File: src/rtl/hbs_pkg.sv
package hbs_pkg;
   typedef enum logic [2:0] {
      ST_REST  = 3'd0,
      ST_ARMED = 3'd1,
      ST_OPEN  = 3'd2,
      ST_SOLO  = 3'd3,
      ST_MID   = 3'd4,
      ST_CLOSE = 3'd5,
      ST_FIN   = 3'd6
   } hbs_state_e;

   localparam int unsigned HBS_N_STATES = 7;

   localparam logic [1:0] KIND_OPEN  = 2'd0;
   localparam logic [1:0] KIND_SOLO  = 2'd1;
   localparam logic [1:0] KIND_MID   = 2'd2;
   localparam logic [1:0] KIND_CLOSE = 2'd3;

   function automatic logic hbs_is_pass(input hbs_state_e s);
      return (s == ST_OPEN) || (s == ST_SOLO) || (s == ST_MID) || (s == ST_CLOSE);
   endfunction
endpackage

File: src/rtl/hbs_tag_pick.sv
module hbs_tag_pick
   import hbs_pkg::*;
#(
   parameter int unsigned KIND_W = 2
) (
   input  logic              blk_valid,
   input  logic              tag_open,
   input  logic              tag_solo,
   input  logic              tag_mid,
   input  logic              tag_close,
   output logic              hit,
   output logic [KIND_W-1:0] kind_sel,
   output hbs_state_e        st_sel
);
   if (KIND_W < 2) begin : g_kind_w_bad
      $error("hbs_tag_pick: KIND_W must be at least 2");
   end

   always_comb begin
      hit      = 1'b0;
      kind_sel = '0;
      st_sel   = ST_ARMED;
      if (blk_valid) begin
         if (tag_solo) begin
            hit      = 1'b1;
            kind_sel = KIND_W'(KIND_SOLO);
            st_sel   = ST_SOLO;
         end else if (tag_open) begin
            hit      = 1'b1;
            kind_sel = KIND_W'(KIND_OPEN);
            st_sel   = ST_OPEN;
         end else if (tag_close) begin
            hit      = 1'b1;
            kind_sel = KIND_W'(KIND_CLOSE);
            st_sel   = ST_CLOSE;
         end else if (tag_mid) begin
            hit      = 1'b1;
            kind_sel = KIND_W'(KIND_MID);
            st_sel   = ST_MID;
         end
      end
   end
endmodule

File: src/rtl/hbs_state_store.sv
module hbs_state_store
   import hbs_pkg::*;
#(
   parameter bit ONEHOT = 1'b0
) (
   input  logic       clk,
   input  logic       rst_n,
   input  hbs_state_e st_nxt,
   output hbs_state_e st_cur
);
   localparam int unsigned N = HBS_N_STATES;

   if (ONEHOT) begin : g_onehot
      logic [N-1:0] oh_q;

      always_ff @(posedge clk) begin
         if (!rst_n) oh_q <= N'(1) << ST_REST;
         else        oh_q <= N'(1) << st_nxt;
      end

      always_comb begin
         st_cur = ST_REST;
         for (int i = 0; i < int'(N); i++) begin
            if (oh_q[i]) st_cur = hbs_state_e'(3'(i));
         end
      end
   end else begin : g_binary
      hbs_state_e bin_q;

      always_ff @(posedge clk) begin
         if (!rst_n) bin_q <= ST_REST;
         else        bin_q <= st_nxt;
      end

      assign st_cur = bin_q;
   end
endmodule

File: src/rtl/hbs_out_reg.sv
module hbs_out_reg
   import hbs_pkg::*;
#(
   parameter int unsigned KIND_W = 2
) (
   input  logic              clk,
   input  logic              rst_n,
   input  logic              accept,
   input  logic [KIND_W-1:0] kind_sel,
   input  hbs_state_e        st_nxt,
   output logic              go_pass,
   output logic [KIND_W-1:0] kind,
   output logic              busy,
   output logic              finished
);
   always_ff @(posedge clk) begin
      if (!rst_n) begin
         go_pass  <= 1'b0;
         kind     <= '0;
         busy     <= 1'b0;
         finished <= 1'b0;
      end else begin
         go_pass  <= accept;
         if (accept) kind <= kind_sel;
         busy     <= hbs_is_pass(st_nxt);
         finished <= (st_nxt == ST_FIN);
      end
   end
endmodule

File: src/rtl/hash_block_sequencer.sv
module hash_block_sequencer
   import hbs_pkg::*;
#(
   parameter int unsigned KIND_W = 2,
   parameter bit          ONEHOT = 1'b0
) (
   input  logic              clk,
   input  logic              rst_n,
   input  logic              start,
   input  logic              blk_valid,
   input  logic              tag_open,
   input  logic              tag_solo,
   input  logic              tag_mid,
   input  logic              tag_close,
   input  logic              pass_done,
   output logic              go_pass,
   output logic [KIND_W-1:0] kind,
   output logic              busy,
   output logic              finished
);
   if (KIND_W < 2 || KIND_W > 8) begin : g_kind_range_bad
      $error("hash_block_sequencer: KIND_W must lie in 2..8");
   end

   hbs_state_e        st_cur;
   hbs_state_e        st_nxt;
   hbs_state_e        st_sel;
   logic              hit;
   logic              accept;
   logic [KIND_W-1:0] kind_sel;

   hbs_tag_pick #(.KIND_W(KIND_W)) u_pick (
      .blk_valid (blk_valid),
      .tag_open  (tag_open),
      .tag_solo  (tag_solo),
      .tag_mid   (tag_mid),
      .tag_close (tag_close),
      .hit       (hit),
      .kind_sel  (kind_sel),
      .st_sel    (st_sel)
   );

   always_comb begin
      st_nxt = st_cur;
      unique case (st_cur)
         ST_REST:  if (start) st_nxt = ST_ARMED;
         ST_ARMED: if (hit) st_nxt = st_sel;
         ST_OPEN, ST_SOLO, ST_MID:
                   if (pass_done) st_nxt = ST_ARMED;
         ST_CLOSE: if (pass_done) st_nxt = ST_FIN;
         ST_FIN:   if (start) st_nxt = ST_REST;
         default:  st_nxt = ST_REST;
      endcase
   end

   assign accept = (st_cur == ST_ARMED) && hit;

   hbs_state_store #(.ONEHOT(ONEHOT)) u_store (
      .clk    (clk),
      .rst_n  (rst_n),
      .st_nxt (st_nxt),
      .st_cur (st_cur)
   );

   hbs_out_reg #(.KIND_W(KIND_W)) u_out (
      .clk      (clk),
      .rst_n    (rst_n),
      .accept   (accept),
      .kind_sel (kind_sel),
      .st_nxt   (st_nxt),
      .go_pass  (go_pass),
      .kind     (kind),
      .busy     (busy),
      .finished (finished)
   );
endmodule

File: config.mk
export PLATFORM = sky130hd
export DESIGN_NAME = hash_block_sequencer
export DESIGN_NICKNAME = d
export VERILOG_FILES = /design/src/rtl/hbs_pkg.sv /design/src/rtl/hbs_tag_pick.sv /design/src/rtl/hbs_state_store.sv /design/src/rtl/hbs_out_reg.sv /design/src/rtl/hash_block_sequencer.sv
export SDC_FILE = /design/constraint.sdc
export NUM_CORES = 1
export LEC_CHECK = 0
export ABC_AREA = 1
export ABC_CLOCK_PERIOD_IN_PS = 1540
export BUFFER_PORTS_ARGS = -buffer_cell sky130_fd_sc_hd__buf_2
export CELL_PAD_IN_SITES_DETAIL_PLACEMENT = 0
export CELL_PAD_IN_SITES_GLOBAL_PLACEMENT = 1
export CORE_MARGIN = 2
export CORE_UTILIZATION = 31
export CTS_CLUSTER_DIAMETER = 200
export CTS_CLUSTER_SIZE = 12
export DETAILED_ROUTE_END_ITERATION = 7
export PLACE_DENSITY_LB_ADDON = 0.1
export RECOVER_POWER = 50
export SKIP_LAST_GASP = 1
export SYNTH_ARGS = -nofsm -noshare
export SYNTH_HDL_FRONTEND = slang
export SYNTH_SLANG_ARGS = --single-unit
File: constraint.sdc
create_clock -name clk -period 1.54 [get_ports clk]
set_clock_uncertainty 0.2 [all_clocks]
set_input_delay 0.308 -clock clk [delete_from_list [all_inputs] [get_ports clk]]
set_output_delay 0.308 -clock clk [all_outputs]
set_load 0.01 [all_outputs]
==> results.cfg <==
[yosys]
synth_adder_area_share = 0
syn_nets = 73
synth-xor-area-share = 0
syn_inst = 64
synth.distinct_cells = 15
synth_area_per_cell_sq_um = 6.647
synth_top_family_by_area = simple AND/OR/NAND/NOR gates
synth_area_sq_um = 425.4
yosys.area_share.simple = 0.3853
yosysWarnings = 0
yosysSeqAreaShare = 0.3765
synth_compound_area_frac = 0.1324
synthMuxAreaShare = 0
ys_seq_elements = 8

[sta]
post-route-period-util = 0.8940
hold_viol = 0
period_minus_slack_ns = 1.377
rsz0062_at_grt = false
relSlewSlack = 0.8147
tns_ns = 0
fmax_mhz = 726.3
final_max_slew_viol_count = 0
worst_pin_slew_ns = 0.2775
hold_slack_ns = 0.1049
setup_viol = 0

[global_routing]
antenna_found_initial = 0
grt_overflow = 0
grt_pass1_wl_microns = 1317
grt_util_all_layers = 0.1284
grt_max_degree = 8
grt_pass1_vias = 326

[power]
leakage_uw = 0.0002699
peakVddDrop_mv = 0.4637
p_per_area_nw_per_um2 = 896.8

[route]
initialDrtViolationCount = 3
ant_nets = 0
post-route-drc-count = 0
via_per_inst = 4.495
routed_wirelength_microns = 863
wl_per_cell_microns = 9.084
routed-via-count = 427
drt_first_pass_iters = 2

[floorplan]
placementRows = 13
start_util = 0.3311
die_y_microns = 41.05
core_sq_um = 1285
die_w_microns = 41.05
boundaryPins = 14
dieArea_sq_um = 1685

[clock_network]
cts-root-buf = clkbuf_4
htree_levels = 1
numCtsBuffers = 3
cts_hold_buffers = 0
post_cts_buffers = 0
clk_pin_slew_worst_paths_ns = 0.05
cts.sinks = 8
cts_tree = yes
clockBufferDepth = 2
clk_latency_ns = 0.25
cts-resized-gates = 0

[layout]
layout.nets = 91
postLayoutCoreUtil = 0.4090
multi_input_area_sq_um = 220.2
syn2layout_area_growth_pct = 23.53
fillers = 147
drive_gt1_frac = 0.2125
ff_latch_area_sq_um = 160.2
final_cell_mix = nor2_1 (12), nand2_1 (12), inv_1 (11), buf_2 (8), dfxtp_1 (8)
n_antenna_cell = 0

[worst_setup_path]
startpoint_type = register
crit_end = u_out.busy$_SDFF_PN0_
slowest_stage = dfxtp_1
r2r_cells = 7
crit_start = u_store.st_cur[1]$_SDFF_PN0_
regToRegEndpoint = u_out.busy$_SDFF_PN0_
critical_path_class = register to register
max_stage_delay_ns = 0.43
reg2reg_slack_ns = 0.16
endpoint_kind = register
cp.arrival_ns = 1.31
crit_chain = inv_1 > nand3_2 > nor2_1 > nor2_1 > nand2_1 > nand2_1 > a21oi_2
crit_fanout = 5
required_ns = 1.48
rr_startpoint = u_store.st_cur[1]$_SDFF_PN0_

[run]
cap_viol_max_count = 0

[status]
status = finished, final reports clean

[placed_design]
port_buffers = 13
globalplace.congestion = 0.6607
dp_hpwl_microns = 697

[min_path]
hold_path.class = primary input to register
## state kept, by name, indices dropped and copies added (netlist names)
| register | count |
|---|---|
| u_out.busy | 1 |
| u_out.finished | 1 |
| u_out.go_pass | 1 |
| u_out.kind | 2 |
| u_store.st_cur | 3 |
## power breakdown
| group | total (uW) | switching (uW) | internal (uW) | leakage (uW) |
|---|---|---|---|---|
| clock | 158 | 69.3 | 89.0 | 0.0000138 |
| sequential | 232 | 12.1 | 220 | 0.0000651 |
| combinational | 81.3 | 48.2 | 33.0 | 0.000191 |
## worst max-delay path, delay by kind of cell, from the launching register on
kind,cells,cell delay (ns)
DFF,1,0.43
buffers and inverters,1,0.13
and+or+nand+nor,5,0.45
AOI/OAI and AO/OA,1,0.05
## through the flow
step	setup WS [ns]	power (uW)	instances	instance area (sq um)
CTS	0.1651	486.0	95	531.8
finish	0.1632	471.3	95	525.5
detailed placement	0.1797	319.3	92	509.2
global route	0.01705	503.5	95	525.5
global placement	0.1186	321.1	92	509.2
floorplan	0.2832	288.4	64	425.4
## routing by layer
layer | up-vias | wire length (microns) | track usage
met5 | - | 0 | 0
met1 | 173 | 441 | 0.1842
met3 | 5 | 72 | 0.03261
met4 | 0 | 36 | 0.1250
met2 | 14 | 314 | 0.1445
li1 | 235 | - | -
## cell usage after synthesis
cell	number	area, sq um
nand3_2	2	20.02
nor3_1	1	5.000
inv_1	11	41.29
o21ai_0	3	15.01
nor3_4	1	16.27
inv_2	1	3.750
o211ai_1	1	7.510
nand3_1	4	20.02
nand4_1	1	6.260
a21oi_2	1	8.760
nor2_1	12	45.04
nand2_1	12	45.04
nand2_2	1	6.260
dfxtp_1	8	160.2
a21oi_1	5	25.02
## cells by family (layout without fill, tap and decap cells)
kind of cell,Yosys count,in the layout
flops,8,8
simple gates,34,34
buf+inv,12,28
compound gates,10,10
## worst min path at each step
| stage | start | end | slack (ns) | cells past startpoint |
|---|---|---|---|---|
| after floorplan | rst_n | u_store.st_cur[0]$_SDFF_PN0_ | 0.21 | 2 |
| after global placement | u_out.kind[1]$_SDFFE_PN0P_ | u_out.kind[1]$_SDFFE_PN0P_ | 0.25 | 2 |
| after detailed placement | u_out.kind[1]$_SDFFE_PN0P_ | u_out.kind[1]$_SDFFE_PN0P_ | 0.25 | 2 |
| after CTS | rst_n | u_store.st_cur[0]$_SDFF_PN0_ | 0.09 | 3 |
| after global routing | rst_n | u_store.st_cur[0]$_SDFF_PN0_ | 0.13 | 3 |
| final | rst_n | u_store.st_cur[0]$_SDFF_PN0_ | 0.10 | 3 |
## final cells by class
cell class	count	area share
Clock buffer	3	0.04286
Timing Repair Buffer	13	0.1119
Multi-Input combinational cell	44	0.4190
Sequential cell	8	0.3048
Tap cell	15	0.03571
Inverter	12	0.08571
Note: power is estimated with default switching activity, not from simulation.
